File: config.mk
export PLATFORM = sky130hd
export DESIGN_NAME = flash_seq
export DESIGN_NICKNAME = d
export VERILOG_FILES = /design/src/rtl/fseq_pkg.sv /design/src/rtl/fseq_timer.sv /design/src/rtl/fseq_array.sv /design/src/rtl/fseq_ctrl.sv /design/src/rtl/flash_seq.sv
export SDC_FILE = /design/constraint.sdc
export NUM_CORES = 2
export LEC_CHECK = 0
export BUFFER_PORTS_ARGS = -buffer_cell sky130_fd_sc_hd__buf_2
export CAP_MARGIN = 20
export CORE_UTILIZATION = 40
export DETAILED_ROUTE_END_ITERATION = 8
export HOLD_SLACK_MARGIN = 0.08
export PLACE_DENSITY_LB_ADDON = 0.25
export SKIP_LAST_GASP = 1
export SLEW_MARGIN = 20
export SYNTH_ARGS = -nofsm -noshare
export SYNTH_HDL_FRONTEND = slang
export SYNTH_SLANG_ARGS = --single-unit
export TNS_END_PERCENT = 5
File: constraint.sdc
create_clock -name clk -period 3.27 [get_ports clk]
set_input_delay 0.327 -clock clk [delete_from_list [all_inputs] [get_ports clk]]
set_output_delay 0.327 -clock clk [all_outputs]
set_load 0.03 [all_outputs]
File: src/rtl/fseq_pkg.sv
// Shared codes and types for the flash command sequencer.
// Assumes commands are whole bytes: a key nibble 4H over a 4-bit opcode.
package fseq_pkg;
    localparam logic [3:0] KEY_NIB   = 4'h4;
    localparam logic [3:0] OPC_ERASE = 4'hC;
    localparam logic [3:0] OPC_WRITE = 4'h5;

    typedef enum logic [1:0] {OP_NONE, OP_ERASE, OP_WRITE} op_e;

    // Map a command byte to the operation it requests.
    function automatic op_e decode_cmd(input logic [7:0] c);
        if (c[7:4] != KEY_NIB)        return OP_NONE;
        else if (c[3:0] == OPC_ERASE) return OP_ERASE;
        else if (c[3:0] == OPC_WRITE) return OP_WRITE;
        else                          return OP_NONE;
    endfunction
endpackage

File: src/rtl/fseq_timer.sv
// Down-counter that marks an operation window of (load_val + 1) cycles.
// Assumes load is only pulsed while the counter is inactive.
module fseq_timer #(
    parameter int CNT_W = 8
) (
    input  logic             clk,
    input  logic             rst_n,
    input  logic             load,
    input  logic [CNT_W-1:0] load_val,
    output logic             active,
    output logic             last
);
    logic [CNT_W-1:0] cnt;

    // Load on start, count down while active, stop after reaching zero.
    always_ff @(posedge clk) begin
        if (!rst_n) begin
            active <= 1'b0;
            cnt    <= '0;
        end else if (load) begin
            active <= 1'b1;
            cnt    <= load_val;
        end else if (active) begin
            if (cnt == '0) active <= 1'b0;
            else           cnt    <= cnt - 1'b1;
        end
    end

    assign last = active && (cnt == '0);

    AST_TMR_NO_EARLY_STOP: assert property (@(posedge clk) disable iff (!rst_n)
        (active && !last) |=> active);
    AST_TMR_ENDS: assert property (@(posedge clk) disable iff (!rst_n)
        (last && !load) |=> !active);
endmodule

File: src/rtl/fseq_array.sv
// Byte-wide register file that stands in for the nonvolatile array.
// Erase sets a whole aligned page to FFH; a write can only clear bits.
module fseq_array #(
    parameter int ADDR_W     = 8,
    parameter int PAGE_BYTES = 32
) (
    input  logic              clk,
    input  logic              rst_n,
    input  logic              we,
    input  logic              erase,
    input  logic [ADDR_W-1:0] addr,
    input  logic [7:0]        wdata,
    input  logic [ADDR_W-1:0] rd_addr,
    output logic [7:0]        rd_data
);
    localparam int DEPTH  = 1 << ADDR_W;
    localparam int PAGE_W = $clog2(PAGE_BYTES);

    logic [7:0] mem [DEPTH];

    // Reset to erased, then apply page erase or AND-programming.
    always_ff @(posedge clk) begin
        for (int i = 0; i < DEPTH; i++) begin
            if (!rst_n)
                mem[i] <= 8'hFF;
            else if (we && erase && ((ADDR_W'(i) >> PAGE_W) == (addr >> PAGE_W)))
                mem[i] <= 8'hFF;
            else if (we && !erase && (ADDR_W'(i) == addr))
                mem[i] <= mem[i] & wdata;
        end
    end

    assign rd_data = mem[rd_addr];

    AST_WRITE_ANDS: assert property (@(posedge clk) disable iff (!rst_n)
        (we && !erase) |=> mem[$past(addr)] == ($past(mem[addr]) & $past(wdata)));
    AST_ERASE_FILLS: assert property (@(posedge clk) disable iff (!rst_n)
        (we && erase) |=> mem[$past(addr)] == 8'hFF);
endmodule

File: src/rtl/fseq_ctrl.sv
// Command decode and capture: accepts a command only while idle,
// captures target and data, and updates ctrl_q, done and err.
module fseq_ctrl
    import fseq_pkg::*;
#(
    parameter int ADDR_W    = 8,
    parameter int PAGE_W    = 5,
    parameter int CNT_W     = 8,
    parameter int ERASE_CYC = 40,
    parameter int WRITE_CYC = 20
) (
    input  logic              clk,
    input  logic              rst_n,
    input  logic              cmd_we,
    input  logic [7:0]        cmd_wdata,
    input  logic [ADDR_W-1:0] addr_in,
    input  logic [7:0]        data_in,
    input  logic              tmr_active,
    input  logic              tmr_last,
    output logic              tmr_load,
    output logic [CNT_W-1:0]  tmr_val,
    output logic [7:0]        ctrl_q,
    output logic              done,
    output logic              err,
    output logic [ADDR_W-1:0] tgt_addr,
    output logic [7:0]        tgt_data,
    output logic              arr_we,
    output logic              arr_erase
);
    op_e in_op;
    op_e op_q;
    logic accept;

    // Decode the incoming byte; accept it only when no operation runs.
    always_comb begin
        in_op   = decode_cmd(cmd_wdata);
        accept  = cmd_we && !tmr_active && (in_op != OP_NONE);
        tmr_val = (in_op == OP_ERASE) ? CNT_W'(ERASE_CYC - 1) : CNT_W'(WRITE_CYC - 1);
    end

    assign tmr_load = accept;

    // Capture the operation, its target and its data on acceptance.
    always_ff @(posedge clk) begin
        if (!rst_n) begin
            op_q     <= OP_NONE;
            tgt_addr <= '0;
            tgt_data <= '0;
        end else if (accept) begin
            op_q     <= in_op;
            tgt_data <= data_in;
            tgt_addr <= (in_op == OP_ERASE) ? {addr_in[ADDR_W-1:PAGE_W], PAGE_W'(0)} : addr_in;
        end
    end

    // Control register: holds the command while busy, clears at the end.
    always_ff @(posedge clk) begin
        if (!rst_n)        ctrl_q <= 8'h00;
        else if (accept)   ctrl_q <= cmd_wdata;
        else if (tmr_last) ctrl_q <= 8'h00;
    end

    // Status flags: done on completion, err on any rejected command.
    always_ff @(posedge clk) begin
        if (!rst_n) begin
            done <= 1'b0;
            err  <= 1'b0;
        end else begin
            if (accept)        done <= 1'b0;
            else if (tmr_last) done <= 1'b1;
            if (accept)        err  <= 1'b0;
            else if (cmd_we)   err  <= 1'b1;
        end
    end

    assign arr_we    = tmr_last;
    assign arr_erase = tmr_last && (op_q == OP_ERASE);

    AST_END_CLEARS: assert property (@(posedge clk) disable iff (!rst_n)
        $fell(tmr_active) |-> (done && ctrl_q == 8'h00));
    AST_BUSY_REJECT: assert property (@(posedge clk) disable iff (!rst_n)
        (cmd_we && tmr_active) |=> err);
    AST_TARGET_HELD: assert property (@(posedge clk) disable iff (!rst_n)
        ($past(tmr_active) && tmr_active) |-> ($stable(tgt_addr) && $stable(tgt_data)));
    AST_START_CLEARS: assert property (@(posedge clk) disable iff (!rst_n)
        $rose(tmr_active) |-> (!done && !err));
endmodule

File: src/rtl/flash_seq.sv
// Top of the flash command sequencer: control, duration timer and array.
// Assumes durations of at least one cycle and PAGE_BYTES a power of two.
module flash_seq #(
    parameter int ADDR_W     = 8,
    parameter int PAGE_BYTES = 32,
    parameter int ERASE_CYC  = 250000,
    parameter int WRITE_CYC  = 125000
) (
    input  logic              clk,
    input  logic              rst_n,
    input  logic              cmd_we,
    input  logic [7:0]        cmd_wdata,
    input  logic [ADDR_W-1:0] addr_in,
    input  logic [7:0]        data_in,
    input  logic [ADDR_W-1:0] rd_addr,
    output logic [7:0]        rd_data,
    output logic [7:0]        ctrl_q,
    output logic              busy,
    output logic              done,
    output logic              err,
    output logic              arr_we,
    output logic              arr_erase,
    output logic [ADDR_W-1:0] arr_addr,
    output logic [7:0]        arr_wdata
);
    localparam int PAGE_W = $clog2(PAGE_BYTES);
    localparam int MAXCYC = (ERASE_CYC > WRITE_CYC) ? ERASE_CYC : WRITE_CYC;
    localparam int CNT_W  = $clog2(MAXCYC + 1);

    logic             tmr_load, tmr_last;
    logic [CNT_W-1:0] tmr_val;

    fseq_ctrl #(
        .ADDR_W(ADDR_W), .PAGE_W(PAGE_W), .CNT_W(CNT_W),
        .ERASE_CYC(ERASE_CYC), .WRITE_CYC(WRITE_CYC)
    ) u_ctrl (
        .clk(clk), .rst_n(rst_n), .cmd_we(cmd_we), .cmd_wdata(cmd_wdata),
        .addr_in(addr_in), .data_in(data_in), .tmr_active(busy),
        .tmr_last(tmr_last), .tmr_load(tmr_load), .tmr_val(tmr_val),
        .ctrl_q(ctrl_q), .done(done), .err(err), .tgt_addr(arr_addr),
        .tgt_data(arr_wdata), .arr_we(arr_we), .arr_erase(arr_erase)
    );

    fseq_timer #(.CNT_W(CNT_W)) u_timer (
        .clk(clk), .rst_n(rst_n), .load(tmr_load), .load_val(tmr_val),
        .active(busy), .last(tmr_last)
    );

    fseq_array #(.ADDR_W(ADDR_W), .PAGE_BYTES(PAGE_BYTES)) u_array (
        .clk(clk), .rst_n(rst_n), .we(arr_we), .erase(arr_erase),
        .addr(arr_addr), .wdata(arr_wdata), .rd_addr(rd_addr), .rd_data(rd_data)
    );

    AST_DONE_NOT_BUSY: assert property (@(posedge clk) disable iff (!rst_n)
        !(busy && done));
    AST_STROBE_IN_BUSY: assert property (@(posedge clk) disable iff (!rst_n)
        arr_we |-> busy);
endmodule

## Yosys cells after proc, flatten, opt, wreduce, memory -nomap -nowiden

Memory sizes are Yosys's and may differ from the RTL's.
Cells that the tools add are included.

| word-level totals | value |
|---|---|
| flip-flop bits (word level) | 47 |
| memory bits (writable) | 2,048 |
| input port bits | 35 |
| output and inout bits | 37 |
| word-level logic and storage cells | 2,901 |
| memories | 1 |

| operators by class | value |
|---|---|
| $add $sub $neg | 1 |
| equal/unequal tests | 268 |
| mux-type cells | 1,574 |
| bitwise gates (word level) | 769 |
| reduce and logical (&&, ||, !) cells | 280 |

Memory list:

| memory | words | bits a word | rd ports | clocked after Yosys merged registers in | write ports | RTL line | text |
|---|---|---|---|---|---|---|---|
| u_array.mem | 256 | 8 | 257 | 0 | 256 | fseq_array.sv:19 | `logic [7:0] mem [DEPTH];` |

Operators with widths:

| cell | count |
|---|---|
| $mux W8 | 514 |
| $and A8 B8 Y8 | 256 |
| $mux W1 | 1,052 |
| $eq A8 B8 Y1 const A | 128 |
| $eq A7 B8 Y1 const A | 64 |
| $or A1 B1 Y1 | 512 |
| $logic_and A1 B1 Y1 | 270 |
| $eq A6 B8 Y1 const A | 32 |
| $eq A5 B8 Y1 const A | 16 |
| $mux W18 | 4 |
| $eq A4 B8 Y1 const A | 8 |
| $eq A3 B8 Y1 const A | 4 |
| $logic_not A18 Y1 | 1 |
| $sub A18 B1 Y18 const B | 1 |
| $eq A2 B8 Y1 const A | 2 |
| $logic_not A8 Y1 | 2 |
| $eq A3 B3 Y1 const A | 4 |
| $eq A1 B8 Y1 const A | 1 |
| $eq A2 B3 Y1 const A | 2 |
| $mux W2 | 3 |
| $reduce_bool A2 Y1 | 3 |
| $mux W5 | 1 |
| $eq A2 B1 Y1 const B | 2 |
| $eq A4 B3 Y1 const B | 1 |
| other kinds (8) | 9 |

## Longest topological paths before layout

| depth | value |
|---|---|
| depth in word-level cells | 11 |
| mapped depth | 11 |
| mapped depth without buffers | 8 |

## By module

A second synthesis with hierarchy kept.

| unflattened totals | value |
|---|---|
| cell total of the unflattened synthesis | 8,060 |
| area, all modules | 99,883.3 µm² |

By module, submodules not included:

| module | instances | cells each | area an instance (µm²) | sequential area each (µm²) |
|---|---|---|---|---|
| fseq_array | 1 | 7,793 | 97,471.0 | 61,499.0 |
| fseq_ctrl | 1 | 136 | 1,285.0 | 560.5 |
| fseq_timer | 1 | 131 | 1,127.3 | 380.4 |

## Least setup slack after synthesis

Ideal clock, no wire load.

| timing path | value |
|---|---|
| kind | input -> output |
| from | input port rd_addr[0] |
| to | output port rd_data[7] |
| arrival time | 3.505 ns |
| required time | 2.943 ns |
| setup slack | -0.562 ns |
| stages on the path | 10 |
| buffers on the path | 6 |
| cells stage by stage | clkbuf_1 buf_2 buf_2 clkbuf_1 clkbuf_1 clkbuf_1 a32oi_1 a31oi_1 nor4_1 nor4_1 |

| on the way | value |
|---|---|
| cells in the longest elaborated chain, start to end | 1 |

Ends and longest elaborated chain:

| what | RTL line | text |
|---|---|---|
| start: declaration | flash_seq.sv:15 | `input logic [ADDR_W-1:0] rd_addr,` |
| $mem_v2 Z256 W8 | -- |  |
| end: declaration | flash_seq.sv:16 | `output logic [7:0] rd_data,` |

No other way between the ends.

==> flow_metrics.env <==
export IMPL_status="finished with violations"
export IMPL_violations="negative setup slack"
export IMPL_drv_slew=0
export IMPL_cp_startpoint="u_array.mem[2][5]$_SDFFCE_PN1P_"
export IMPL_path_class="reg -> out"
export IMPL_p_int_w=0.0454
export IMPL_synthCells=8009
export IMPL_arrival_ps=3320
export IMPL_cp_max_fo=2
export IMPL_rows=182
export IMPL_dp_final_hpwl_microns=234000
export IMPL_final_util=0.488
export IMPL_final_common_cell="nand2_1"
export IMPL_drive_above_1_share=0.227
export IMPL_fin_ws_ps=-374
export IMPL_crit_required_ps=2940
export IMPL_ys_async_sr_fraction=0
export IMPL_power_frac_clock=0.442
export IMPL_crit_path_end_kind="primary output"
export IMPL_p_comb_frac=0.056
export IMPL_cap_violations=0
export IMPL_htreeDepth=4
export IMPL_grt_max_degree=110
export IMPL_firstDrtPassIters=6
export IMPL_switchingPower_w=0.0132
export IMPL_initial_core_util=0.404
export IMPL_ys_types=66
export IMPL_worstSkewPairLatency_ps=880
export IMPL_hold_path_class="in -> reg"
export IMPL_clock_sinks=2095
export IMPL_powerDensity_nw_per_um2=487
export IMPL_synth_warnings=0
export IMPL_slew_limit_headroom=0.160
export IMPL_mostFrequentLayoutCells="nand2_1 (2737), edfxtp_1 (2048), buf_4 (833), a21o_1 (827), mux4_2 (428)"
export IMPL_stdcell_count=12300
export IMPL_dp_cells=11800
export IMPL_cts_buffer_depth=3
export IMPL_drt_total_wl_microns=341000
export IMPL_switching_share=0.225
export IMPL_rrSetupSlack_ps=-60
export IMPL_globalRouteOverflowTotal=0
export IMPL_antenna_found_initial=26
export IMPL_rr_worst_depth=10
export IMPL_clk_pin_slew_worst_paths_ps=60
export IMPL_gp_congestion=0.935
export IMPL_cts_root_buffer_cell="clkbuf_16"
export IMPL_reg2reg_to="u_array.mem[61][7]$_SDFFCE_PN1P_"
export IMPL_vias=73100
export IMPL_die_y_microns=501
export IMPL_fin_skew_ps=57.6
export IMPL_hold_slack_ps=141
export IMPL_ioPinCount=72
export IMPL_ys_seq_elements=2095
export IMPL_drc_errors=0
export IMPL_finalHoldViolCount=0
export IMPL_leakagePower_nw=33.0
export IMPL_period_minus_slack_ps=3640
export IMPL_fin_crit_sh=1.11
export IMPL_via_per_inst=5.95
export IMPL_grtUsageTotal=0.270
export IMPL_ant_nets=0
export IMPL_synth_area_per_cell_sq_um=12.4
export IMPL_core_sq_um=246000
export IMPL_seq_power_share=0.502
export IMPL_ir_drop_uv=444
export IMPL_max_freq_mhz=274
export IMPL_grt_pass1_vias=70700
export IMPL_synth_seq_area_share=0.628
export IMPL_io_buffers=71
export IMPL_routedWlPerCell_microns=27.7
export IMPL_cts_buffers=222
export IMPL_tritoncts="built"
export IMPL_synthesis_area_sq_um=99400
export IMPL_startpoint_type="flop"
export IMPL_rsz0062_at_grt="true"
export IMPL_synth_edf_count=2048
export IMPL_area_growth_pct=20.8
export IMPL_setup_worst_path_end="rd_data[5]"
export IMPL_nets=8822
export IMPL_setup_viol=164
export IMPL_grt_pass1_wl_microns=497000
export IMPL_r2r_start="u_timer.cnt[14]$_SDFFE_PN0P_"
export IMPL_die_area_sq_um=251000
export IMPL_synth_main_ff_cell="edfxtp_1"
export IMPL_dieWidth_microns=501
export IMPL_worst_pin_slew_ps=1260
export IMPL_syn_num_nets=8046
export IMPL_drt_iter0_markers=9196
==> logic make-up (layout without fill, tap and decap cells) <==
kind of cell    count (synthesis)  in the layout  share of synthesized area
buf+inv                       555           1521                     0.0214
xor+xnor                       13             13                    0.00115
simple gates                 3192           3192                      0.126
compound gates               1543           1544                      0.108
fa+ha+maj                       2              2                   0.000252
other cells                     0             12                          0
flops                        2095           2095                      0.628
mux                           609            609                      0.115
==> state kept, by name, indices dropped and copies added (netlist names) <==
signal / flops
u_ctrl.tgt_addr: 8
u_timer.active: 1
u_ctrl.err: 1
u_ctrl.done: 1
u_ctrl.ctrl_q: 8
u_ctrl.tgt_data: 8
u_ctrl.op_q: 2
u_timer.cnt: 18
u_array.mem: 2048
==> worst max-delay path, cell delays in order, from the launching register on <==
cell and delay [ps]:
edfxtp_1 440, mux4_2 500, mux2_2 290, o221ai_2 150, buf_4 160, nand4_1 300
o22ai_2 330, nor3_4 110, buf_6 160
==> power by group through the flow <==
stage | logic, W | clock network (W) | registers, W
5_1_grt | 0.00340 | 0.0272 | 0.0294
4_1_cts | 0.00319 | 0.0261 | 0.0294
3_3_place_gp | 0.00301 | 0 | 0.0300
2_1_floorplan | 0.00146 | 0 | 0.0300
6_report | 0.00327 | 0.0259 | 0.0294
3_5_place_dp | 0.00303 | 0 | 0.0300
==> worst min-delay path by stage <==
stage / from / end / slack, ps / depth (start not counted)
after floorplan: cmd_we / u_ctrl.err$_SDFFE_PP0P_ / 440 / 2
after global placement: u_ctrl.done$_SDFFE_PP0P_ / u_ctrl.done$_SDFFE_PP0P_ / 450 / 1
after detailed placement: u_ctrl.done$_SDFFE_PP0P_ / u_ctrl.done$_SDFFE_PP0P_ / 460 / 1
after CTS: cmd_wdata[3] / u_ctrl.tgt_addr[1]$_SDFFE_PN0P_ / 80 / 5
after global routing: cmd_wdata[3] / u_ctrl.tgt_addr[1]$_SDFFE_PN0P_ / 130 / 5
final: cmd_wdata[3] / u_ctrl.tgt_addr[1]$_SDFFE_PN0P_ / 140 / 5
==> routing by layer <==
layer  GRT usage  share of wire  vias up
met5           0       0.000097        -
met4       0.109          0.045        6
met3      0.0543           0.10      676
met2       0.419           0.46     4239
met1       0.369           0.40    37100
li1            -              -    31100
==> per-stage QoR <==
stage                     power [W]  instance area (sq um)  worst slack (ps)  TNS, ps
after floorplan              0.0315                  99500              -170  -117860
after global placement       0.0330                 111000              -735   -18080
after detailed placement     0.0330                 111000              -686   -27380
after CTS                    0.0587                 120000              -391    -4490
after global routing         0.0600                 120000              -386   -39500
final                        0.0585                 120000              -374    -4560
==> repair_timing <==
action | 4_1_cts | 5_1_grt
gates cloned | 0 | 3
gates resized for setup | 148 | 49
setup buffers | 22 | 12
endpoints found under the hold margin | 24 | 0
setup endpoints to repair | 701 | 1199
hold buffers | 24 | 0
pin swaps | 57 | 35
==> cells in the mapped netlist (all sizes together), types with 6 or more instances <==
master | count | share of area
o211ai | 7 | 0.00053
o22ai | 19 | 0.0012
inv | 11 | 0.00042
mux4 | 428 | 0.097
and2 | 9 | 0.00057
xnor2 | 8 | 0.00070
buf | 102 | 0.0043
mux2i | 174 | 0.018
o221ai | 38 | 0.0033
edfxtp | 2048 | 0.62
nand3 | 44 | 0.0022
o2bb2ai | 9 | 0.00079
a22o | 38 | 0.0033
nand4 | 14 | 0.00088
nor2 | 228 | 0.0086
clkbuf | 441 | 0.017
o21ai | 276 | 0.014
mux2 | 7 | 0.00079
and3 | 12 | 0.00076
a31oi | 12 | 0.00076
or2 | 13 | 0.00082
nand2 | 2749 | 0.10
dfxtp | 47 | 0.0095
a22oi | 134 | 0.010
o21a | 6 | 0.00045
nand2b | 16 | 0.0010
nor3 | 44 | 0.0026
a21o | 833 | 0.063
a211oi | 23 | 0.0017
a21oi | 113 | 0.0057
a221oi | 15 | 0.0013
nor4 | 25 | 0.0018
nor2b | 15 | 0.00094
==> layout make-up <==
cell class / instances / area, sq um
Inverter: 12 / 45.0
Tap cell: 3312 / 4140
Sequential cell: 2095 / 62500
Fill cell: 21800 / 126000
Timing Repair Buffer: 1094 / 10200
Clock inverter: 155 / 1440
Antenna cell: 12 / 30.0
Clock buffer: 260 / 5930
Multi-Input combinational cell: 5360 / 35900
Power figures use the tool's default switching activity.
